`src/rtl/cfg_loader_pkg.sv`:
```
package cfg_loader_pkg;

  typedef enum logic [2:0] {
    ST_IDLE,
    ST_LOAD,
    ST_CRC_HI,
    ST_CRC_LO,
    ST_DONE,
    ST_PASS,
    ST_ERR
  } ld_state_e;

  localparam logic [15:0] CRC_POLY = 16'h8005;
  localparam logic [15:0] CRC_SEED = 16'h0000;

  // One byte of CRC-16, most significant data bit first
  function automatic logic [15:0] crc16_step(input logic [15:0] c,
                                             input logic [7:0] b,
                                             input logic [15:0] poly);
    logic [15:0] r;
    logic        fb;
    r = c;
    for (int i = 7; i >= 0; i--) begin
      fb = r[15] ^ b[i];
      r  = {r[14:0], 1'b0};
      if (fb) r = r ^ poly;
    end
    return r;
  endfunction

endpackage

```
`src/rtl/cfg_crc_engine.sv`:
```
module cfg_crc_engine
  import cfg_loader_pkg::*;
#(
  parameter logic [15:0] POLY = CRC_POLY,
  parameter logic [15:0] SEED = CRC_SEED
) (
  input  logic        clk,
  input  logic        rst,
  input  logic        upd,
  input  logic [7:0]  din,
  output logic [15:0] crc
);

  logic [15:0] crc_q;

  always_ff @(posedge clk) begin
    if (rst) crc_q <= SEED;
    else if (upd) crc_q <= crc16_step(crc_q, din, POLY);
  end

  assign crc = crc_q;

  // Payload CRC must not move on cycles with no payload byte
  assert_crc_frozen_R5: assert property (@(posedge clk) disable iff (rst)
    !upd |=> $stable(crc_q));

endmodule

```
`src/rtl/cfg_mclk_gen.sv`:
```
module cfg_mclk_gen (
  input  logic clk,
  input  logic rst,
  input  logic hold,
  output logic mclk
);

  logic mclk_q;

  always_ff @(posedge clk) begin
    if (rst) mclk_q <= 1'b0;
    else if (!hold) mclk_q <= ~mclk_q;
  end

  assign mclk = mclk_q;

  assert_mclk_frozen_R3: assert property (@(posedge clk) disable iff (rst)
    hold |=> $stable(mclk_q));

  assert_mclk_runs_R3: assert property (@(posedge clk) disable iff (rst)
    !hold |=> (mclk_q != $past(mclk_q)));

endmodule

```
`src/rtl/cfg_chain_fwd.sv`:
```
module cfg_chain_fwd #(
  parameter int DW = 8
) (
  input  logic          clk,
  input  logic          rst,
  input  logic          fwd,
  input  logic [DW-1:0] din,
  output logic [DW-1:0] ds_data,
  output logic          ds_valid
);

  logic [DW-1:0] data_q;
  logic          vld_q;

  always_ff @(posedge clk) begin
    if (rst) begin
      data_q <= '0;
      vld_q  <= 1'b0;
    end else begin
      vld_q <= fwd;
      if (fwd) data_q <= din;
    end
  end

  assign ds_data  = data_q;
  assign ds_valid = vld_q;

endmodule

```
`src/rtl/cfg_loader_ctrl.sv`:
```
module cfg_loader_ctrl
  import cfg_loader_pkg::*;
#(
  parameter int PAYLOAD_BYTES = 16,
  localparam int ADDR_W = (PAYLOAD_BYTES > 2) ? $clog2(PAYLOAD_BYTES) : 1
) (
  input  logic              clk,
  input  logic              rst,
  input  logic [7:0]        host_data,
  input  logic              host_valid,
  input  logic              cs_a_n,
  input  logic              cs_b_n,
  input  logic              chain_last,
  input  logic              fs_wr_err,
  input  logic [15:0]       crc_value,
  output logic              host_busy,
  output logic              paused,
  output logic              payload_acc,
  output logic              pass_acc,
  output logic              fs_wr_en,
  output logic [ADDR_W-1:0] fs_addr,
  output logic [7:0]        fs_wdata,
  output logic              init_n,
  output logic              done_bit
);

  localparam logic [ADDR_W-1:0] LAST_IDX = ADDR_W'(PAYLOAD_BYTES - 1);

  ld_state_e         state_q;
  logic [ADDR_W-1:0] cnt_q;
  logic [7:0]        exp_hi_q;
  logic              init_n_q;
  logic              done_q;
  logic              wr_q;
  logic [ADDR_W-1:0] addr_q;
  logic [7:0]        wdata_q;

  // Named internal events
  logic accept;
  logic in_cfg;
  logic err_hit;
  logic crc_ok;

  always_comb begin
    paused  = !cs_a_n || !cs_b_n;
    host_busy = paused || (state_q == ST_DONE) || (state_q == ST_ERR);
    accept  = host_valid && !host_busy;
    in_cfg  = (state_q == ST_IDLE) || (state_q == ST_LOAD) ||
              (state_q == ST_CRC_HI) || (state_q == ST_CRC_LO);
    err_hit = fs_wr_err && in_cfg;
    payload_acc = accept && !err_hit &&
                  ((state_q == ST_IDLE) || (state_q == ST_LOAD));
    pass_acc = accept && (state_q == ST_PASS);
    crc_ok   = ({exp_hi_q, host_data} == crc_value);
  end

  always_ff @(posedge clk) begin
    if (rst) begin
      state_q  <= ST_IDLE;
      cnt_q    <= '0;
      exp_hi_q <= '0;
      init_n_q <= 1'b1;
      done_q   <= 1'b0;
      wr_q     <= 1'b0;
      addr_q   <= '0;
      wdata_q  <= '0;
    end else begin
      wr_q <= payload_acc;
      if (payload_acc) begin
        addr_q  <= cnt_q;
        wdata_q <= host_data;
      end
      if (err_hit) begin
        state_q  <= ST_ERR;
        init_n_q <= 1'b0;
      end else if (accept) begin
        case (state_q)
          ST_IDLE, ST_LOAD: begin
            cnt_q   <= cnt_q + 1'b1;
            state_q <= (cnt_q == LAST_IDX) ? ST_CRC_HI : ST_LOAD;
          end
          ST_CRC_HI: begin
            exp_hi_q <= host_data;
            state_q  <= ST_CRC_LO;
          end
          ST_CRC_LO: begin
            if (crc_ok) begin
              done_q  <= 1'b1;
              state_q <= chain_last ? ST_DONE : ST_PASS;
            end else begin
              init_n_q <= 1'b0;
              state_q  <= ST_ERR;
            end
          end
          default: ;
        endcase
      end
    end
  end

  assign fs_wr_en = wr_q;
  assign fs_addr  = addr_q;
  assign fs_wdata = wdata_q;
  assign init_n   = init_n_q;
  assign done_bit = done_q;

  assert_pause_no_write_R2: assert property (@(posedge clk) disable iff (rst)
    paused |=> !wr_q);

  assert_err_sticky_R6: assert property (@(posedge clk) disable iff (rst)
    !init_n_q |=> (!init_n_q && !done_q && host_busy));

  assert_done_not_err_R5: assert property (@(posedge clk) disable iff (rst)
    !(done_q && !init_n_q));

  assert_write_only_loading_R4: assert property (@(posedge clk) disable iff (rst)
    wr_q |-> ((state_q == ST_LOAD) || (state_q == ST_CRC_HI)));

  assert_pass_no_write_R9: assert property (@(posedge clk) disable iff (rst)
    (state_q == ST_PASS) |=> !wr_q);

endmodule

```
`src/rtl/cfg_stream_loader.sv`:
```
module cfg_stream_loader
  import cfg_loader_pkg::*;
#(
  parameter int PAYLOAD_BYTES = 16,
  localparam int ADDR_W = (PAYLOAD_BYTES > 2) ? $clog2(PAYLOAD_BYTES) : 1
) (
  input  logic              clk,
  input  logic              rst,
  input  logic [7:0]        host_data,
  input  logic              host_valid,
  output logic              host_busy,
  input  logic              cs_a_n,
  input  logic              cs_b_n,
  input  logic              chain_last,
  input  logic              fs_wr_err,
  output logic              fs_wr_en,
  output logic [ADDR_W-1:0] fs_addr,
  output logic [7:0]        fs_wdata,
  output logic [7:0]        ds_data,
  output logic              ds_valid,
  output logic              cfg_mclk,
  output logic              init_n,
  output logic              done_bit
);

  logic [15:0] crc_value;
  logic        paused;
  logic        payload_acc;
  logic        pass_acc;

  cfg_loader_ctrl #(.PAYLOAD_BYTES(PAYLOAD_BYTES)) ctrl_i (
    .clk(clk), .rst(rst),
    .host_data(host_data), .host_valid(host_valid),
    .cs_a_n(cs_a_n), .cs_b_n(cs_b_n),
    .chain_last(chain_last), .fs_wr_err(fs_wr_err),
    .crc_value(crc_value),
    .host_busy(host_busy), .paused(paused),
    .payload_acc(payload_acc), .pass_acc(pass_acc),
    .fs_wr_en(fs_wr_en), .fs_addr(fs_addr), .fs_wdata(fs_wdata),
    .init_n(init_n), .done_bit(done_bit)
  );

  cfg_crc_engine #(.POLY(CRC_POLY), .SEED(CRC_SEED)) crc_i (
    .clk(clk), .rst(rst), .upd(payload_acc), .din(host_data), .crc(crc_value)
  );

  cfg_mclk_gen mclk_i (
    .clk(clk), .rst(rst), .hold(paused), .mclk(cfg_mclk)
  );

  cfg_chain_fwd #(.DW(8)) fwd_i (
    .clk(clk), .rst(rst), .fwd(pass_acc), .din(host_data),
    .ds_data(ds_data), .ds_valid(ds_valid)
  );

  assert_ds_after_done_R9: assert property (@(posedge clk) disable iff (rst)
    ds_valid |-> done_bit);

endmodule

```
`config.mk`:
```
export PLATFORM = sky130hd
export DESIGN_NAME = cfg_stream_loader
export DESIGN_NICKNAME = d
export VERILOG_FILES = /design/src/rtl/cfg_loader_pkg.sv /design/src/rtl/cfg_crc_engine.sv /design/src/rtl/cfg_mclk_gen.sv /design/src/rtl/cfg_chain_fwd.sv /design/src/rtl/cfg_loader_ctrl.sv /design/src/rtl/cfg_stream_loader.sv
export SDC_FILE = /design/constraint.sdc
export NUM_CORES = 1
export LEC_CHECK = 0
export BUFFER_PORTS_ARGS = -buffer_cell sky130_fd_sc_hd__buf_2
export CAP_MARGIN = 20
export CORE_MARGIN = 10
export CORE_UTILIZATION = 60
export CTS_CLUSTER_DIAMETER = 120
export DETAILED_ROUTE_END_ITERATION = 6
export GPL_ROUTABILITY_DRIVEN = 1
export PLACE_DENSITY = 0.84
export SYNTH_ARGS = -nofsm -noshare
export SYNTH_HDL_FRONTEND = slang
export SYNTH_HIERARCHICAL = 1
export SYNTH_SLANG_ARGS = --single-unit
```
`constraint.sdc`:
```
create_clock -name clk -period 4.24 [get_ports clk]
set_input_delay 0.424 -clock clk [delete_from_list [all_inputs] [get_ports clk]]
set_output_delay 0.424 -clock clk [all_outputs]
set_load 0.01 [all_outputs]
```
**After elaboration in Yosys (flattened, before gate mapping)**

Index checks and enable logic that the tools add are counted.

- Input port bits: 15
- Logic and storage cells: 101
- Register bits: 56
- Output and inout port bits: 26

- Bitwise logic cells: 18
- Multiplexer cells: 32
- Reduce and logical (&&, ||, !) cells: 28
- Eq/ne operators: 9
- Add/subtract/negate cells: 1

Operator list:

| operator | number |
|---|---|
| 2-to-1 mux 16 bit | 22 |
| inverter 3 bit | 8 |
| == test 16 bit | 1 |
| == test 3 bit, second input constant | 3 |
| 2-to-1 mux 3 bit | 3 |
| one-hot mux 3 bit (3 select lines) | 1 |
| AND reduction 3 bit | 3 |
| bitwise XOR 1 bit | 8 |
| == test 3 x 2 -> 1 bit, second input constant | 2 |
| logical OR 1 bit | 6 |
| logical AND 1 bit | 5 |
| 2-to-1 mux 1 bit | 5 |
| adder 4 x 1 -> 4 bit, second input constant | 1 |
| == test 4 bit, second input constant | 1 |
| zero test 1 bit | 4 |
| AND reduction 2 bit | 2 |
| AND reduction 4 bit | 1 |
| nonzero test 2 bit | 2 |
| nonzero test 4 bit | 1 |
| OR reduction 2 bit | 2 |
| == test 3 x 1 -> 1 bit, second input constant | 1 |
| zero test 3 bit | 1 |
| nonzero test 3 bit | 1 |
| 2-to-1 mux 2 bit | 1 |
| other kinds (2) | 3 |

**Depth between registers and ports, before layout**

- Depth in word-level cells: 36
- Gate-level depth with buffers: 9

**Hierarchy**

The synthesis kept the hierarchy.

By module, submodules not included:

| module | cells each | seq. area each (sq um) | times used | area each (sq um) |
|---|---|---|---|---|
| cfg_loader_ctrl | 156 | 600.6 | 1 | 1,418.9 |
| cfg_crc_engine | 78 | 320.3 | 1 | 800.8 |
| cfg_chain_fwd | 28 | 180.2 | 1 | 312.8 |
| cfg_mclk_gen | 3 | 20.0 | 1 | 32.5 |

**Worst setup path before layout**

OpenSTA, ideal clock, no wires.

- Path kind: input -> register
- Start: in host_valid
- End: reg crc_i.crc_q[10] (netlist: crc_i/crc[10])
- Path slack: 2,053 ps
- Required time: 4,112 ps
- Data arrival time: 2,059 ps
- Library setup time: 128 ps
- Stages on the path: 9
- Path buffers: 4
- Cells stage by stage: nand4b_4 or3_1 buf_6 clkinv_4 buf_12 clkbuf_1 clkbuf_1 mux2i_1 nor2_1

- Word-level cells in the longest chain between the ends: 3

RTL lines:

| element | line | text |
|---|---|---|
| from (decl) | cfg_stream_loader.sv:10 | `input logic host_valid,` |
| logical AND 1 bit | cfg_loader_ctrl.sv:47 | `accept = host_valid && !host_busy;` |
| logical AND 1 bit (2 in a row) | cfg_loader_ctrl.sv:51 | `payload_acc = accept && !err_hit &&` |
| net payload_acc | cfg_stream_loader.sv:28 | `logic payload_acc;` |
| to (signal assigned) | cfg_crc_engine.sv:18 | `else if (upd) crc_q <= crc16_step(crc_q, din, POLY);` |
| to (decl) | cfg_crc_engine.sv:14 | `logic [15:0] crc_q;` |

The timed path passes the listed nets, and every way through them passes these cells.
A chain may end at the register's enable or synchronous reset.

**Worst setup path after layout**

- Start: reg ctrl_i.state_q[2]
- End: reg crc_i.crc_q[15] (netlist: crc_i/crc[15])

- Word-level cells in the longest chain between the ends: 8
- Elaborated cells between the ends (all ways): 17
- Those cells by class: eq/ne (5); reduce/logical (12)

RTL lines:

| element | line | text |
|---|---|---|
| from (decl) | cfg_loader_ctrl.sv:29 | `ld_state_e state_q;` |
| from (signal assigned) | cfg_loader_ctrl.sv:80 | `state_q <= (cnt_q == LAST_IDX) ? ST_CRC_HI : ST_LOAD;` |
| from (signal assigned) | cfg_loader_ctrl.sv:89 | `state_q <= chain_last ? ST_DONE : ST_PASS;` |
| == test 3 x 1 -> 1 bit or zero test 3 bit (tied branches) | cfg_loader_ctrl.sv:48, cfg_loader_ctrl.sv:52 |  |
| logical OR 1 bit | cfg_loader_ctrl.sv:48, cfg_loader_ctrl.sv:52 |  |
| logical OR 1 bit | cfg_loader_ctrl.sv:48 | `in_cfg = (state_q == ST_IDLE) \|\| (state_q == ST_LOAD) \|\|` |
| logical OR 1 bit | cfg_loader_ctrl.sv:49 | `(state_q == ST_CRC_HI) \|\| (state_q == ST_CRC_LO);` |
| logical AND 1 bit | cfg_loader_ctrl.sv:50 | `err_hit = fs_wr_err && in_cfg;` |
| zero test 1 bit | cfg_loader_ctrl.sv:51 |  |
| logical AND 1 bit | cfg_loader_ctrl.sv:51 |  |
| logical AND 1 bit * | cfg_loader_ctrl.sv:51 |  |
| net payload_acc | cfg_stream_loader.sv:28 |  |

The timed path passes the listed nets; every way through them passes the cells marked *.

==> results.yml <==
placement:
  port_buffers: 40
  place_hpwl_mm: 3.83
  place_ws_ps: 2130
  gp_congestion: 0.797
cells_and_area:
  drive_gt1_frac: 0.214
  nNetsFinal: 315
  nFillCells: 318
  multi_input_area_um2: 1340
  seq_area_um2: 1120
  antenna_cells: 0
  mostFrequentLayoutCells: "dfxtp_1 (56), nor2_1 (41), buf_2 (40)"
  final_common_cell: "dfxtp_1"
  area_growth_pct: 11.3
sta:
  fin_setup_tns_ps: 0
  rsz0062_at_grt: "no"
  period_share: 0.477
  holdWs_ps: 413
  finalHoldViolCount: 0
  setup_violations: 0
  finalCriticalPeriod_ps: 2020
  fin_ws_ps: 2220
  max_slew_margin: 0.589
  fmax_mhz: 495
  fin_skew_ps: 4.94
  worst_pin_slew_ps: 615
  drv_slew: 0
power:
  power_w: 0.000950
  p_per_area_nw_per_um2: 333
  irDropWorstVdd_uv: 231
  leakage_nw: 1.15
setup_path:
  worstSetupStartpointType: "flip-flop"
  crit_fanout: 39
  cp.arrival_ps: 2260
  path_cells: "nand4b_4 > or3_1 > clkinv_4 > or2b_1 > o22ai_1"
  cp_top_family: "simple AND/OR/NAND/NOR gates"
  path_buf_inv: 1
  reg2reg_from: "ctrl_i/state_q[2]"
  r2r_slack_ps: 2220
  r2r_cells: 5
  critPathKind: "flip-flop to flip-flop"
  cp.required_ps: 4470
  crit_slowest_cell: "or3_1"
  endpoint_kind: "flip-flop"
  critPathMaxStageDelay_ps: 490
  r2r_end: "crc_i/crc[15]"
yosys:
  synth_area_um2: 2560
  synth_cell_types: 42
  postSynthAreaPerCell_um2: 9.68
  ys_async_sr_fraction: 0
  synth_edf_count: 0
  synth_top_area_frac: 0.437
  netlist_instances: 265
  ys_top_cells_by_area: "dfxtp_1 (44%), mux2i_1 (9.0%), xor2_1 (7.2%), xnor2_1 (6.5%), nor2_1 (6.0%)"
  postSynthRegisterBits: 56
  synth.yosys.seq_area_share: 0.437
  yosysTopAreaCell: "dfxtp_1"
  syn_nets: 281
  ys_warn_count: 6
  ys_dominant_reg_cell: "dfxtp_1"
hold_path:
  hp-class: "input pin to flip-flop"
  holdPathEnd: "ctrl_i/fs_wdata[6]"
  min_delay_path_depth: 3
  hp-start: "host_data[6]"
cts:
  cts.clk_slew.worst_paths_ps: 90
  post-cts-setup-buffers: 0
  cts-root-buf: "clkbuf_8"
  insertion_delay_ps: 300
  htreeDepth: 2
  cts_tree: "yes"
  cts_buffer_depth: 2
  clkSinkCount: 56
  cts_resized: 0
  cts_hold_buf: 0
  cts_buffers: 5
detailed_routing:
  wl_per_cell_um: 15.1
  first_iter_violations: 115
  ant_nets: 0
  viasPerCell: 5.51
  wl_mm: 5.28
  via_count: 1924
  drc: 0
  dr.pass1.iters: 4
global_route:
  grt_usage: 0.145
  grt_pass1_vias: 1867
  grt_max_degree: 40
  grt-ovfl-total: 0
  antenna_found_initial: 0
  grt_pass1_wl_mm: 8.92
die:
  ios: 41
  die_w_um: 85.4
  die_height_um: 85.4
  dieArea_um2: 7290
  num_rows: 23
  coreArea_um2: 4060
  start_util: 0.632
status:
  status: "finished clean"
flow_run:
  drv_cap: 0
state kept, by name (all words and copies together), names as in the netlist:
signal           count
crc_i/crc           16
ctrl_i/exp_hi_q      8
ctrl_i/fs_wdata      8
fwd_i/ds_data        8
ctrl_i/cnt_q         4
ctrl_i/fs_addr       4
ctrl_i/state_q       3
ctrl_i/done_bit      1
ctrl_i/fs_wr_en      1
ctrl_i/init_n        1
fwd_i/ds_valid       1
mclk_i/mclk          1
worst max-delay path by stage:
stage                     depth (start not counted)               from  slack [ps]            end
final                                             5  ctrl_i/state_q[2]        2220  crc_i/crc[15]
after global placement                            6       host_data[6]        2190   crc_i/crc[1]
after detailed placement                          6       host_data[6]        2130   crc_i/crc[1]
after floorplan                                   9         host_valid        2050  crc_i/crc[10]
after CTS                                         5  ctrl_i/state_q[2]        2240  crc_i/crc[15]
after global routing                              5  ctrl_i/state_q[2]        2040  crc_i/crc[15]
metrics by stage:
stage / utilization / std cells / area [um2]
after global placement: 0.680 / 342 / 2760
final: 0.703 / 349 / 2850
after global routing: 0.703 / 349 / 2850
after detailed placement: 0.680 / 342 / 2760
after floorplan: - / 265 / 2560
after CTS: 0.703 / 349 / 2850
cells by family after synthesis:
family                   count (synthesis)  synth area share
adder cells (fa/ha/maj)                  1           0.00488
AO/OA/AOI/OAI                           32            0.0912
multiplexers                            23            0.0898
buffers and inverters                   18            0.0420
XOR/XNOR                                44             0.168
AND/OR/NAND/NOR                         91             0.167
flip-flops                              56             0.437
layer usage:
layer | up-vias | GRT usage | wire, um
li1 | 952 | - | -
met1 | 912 | 0.178 | 2390
met2 | 51 | 0.231 | 2430
met3 | 9 | 0.0478 | 374
met4 | 0 | 0.0494 | 93
met5 | - | 0 | 0
synthesized netlist by cell type (all sizes together) (2+ instances only):
cell / n
a211oi: 10
a21oi: 16
buf: 7
clkbuf: 8
dfxtp: 56
inv: 2
mux2i: 23
nand2: 28
nand2b: 3
nand3: 2
nor2: 41
nor3: 2
nor4: 6
xnor2: 20
xor2: 22
power by group:
group	total (W)	leakage, nW	switching [W]	internal, W
clock	0.000303	0.0503	0.000157	0.000146
sequential	0.000542	0.453	0.00000803	0.000534
combinational	0.000106	0.643	0.0000590	0.0000468
worst min-delay path, cell delays in order:
cell     delay [ps]
buf_2           140
nand2_1          70
a21oi_2          40
final cells by class:
class,instances,area share
multi-input cells,191,0.470
flip-flops and latches,56,0.393
repair buffers,42,0.0754
clock buffers,7,0.0338
well taps,50,0.0219
inverters,3,0.00570
(Power assumes the default switching activity.)
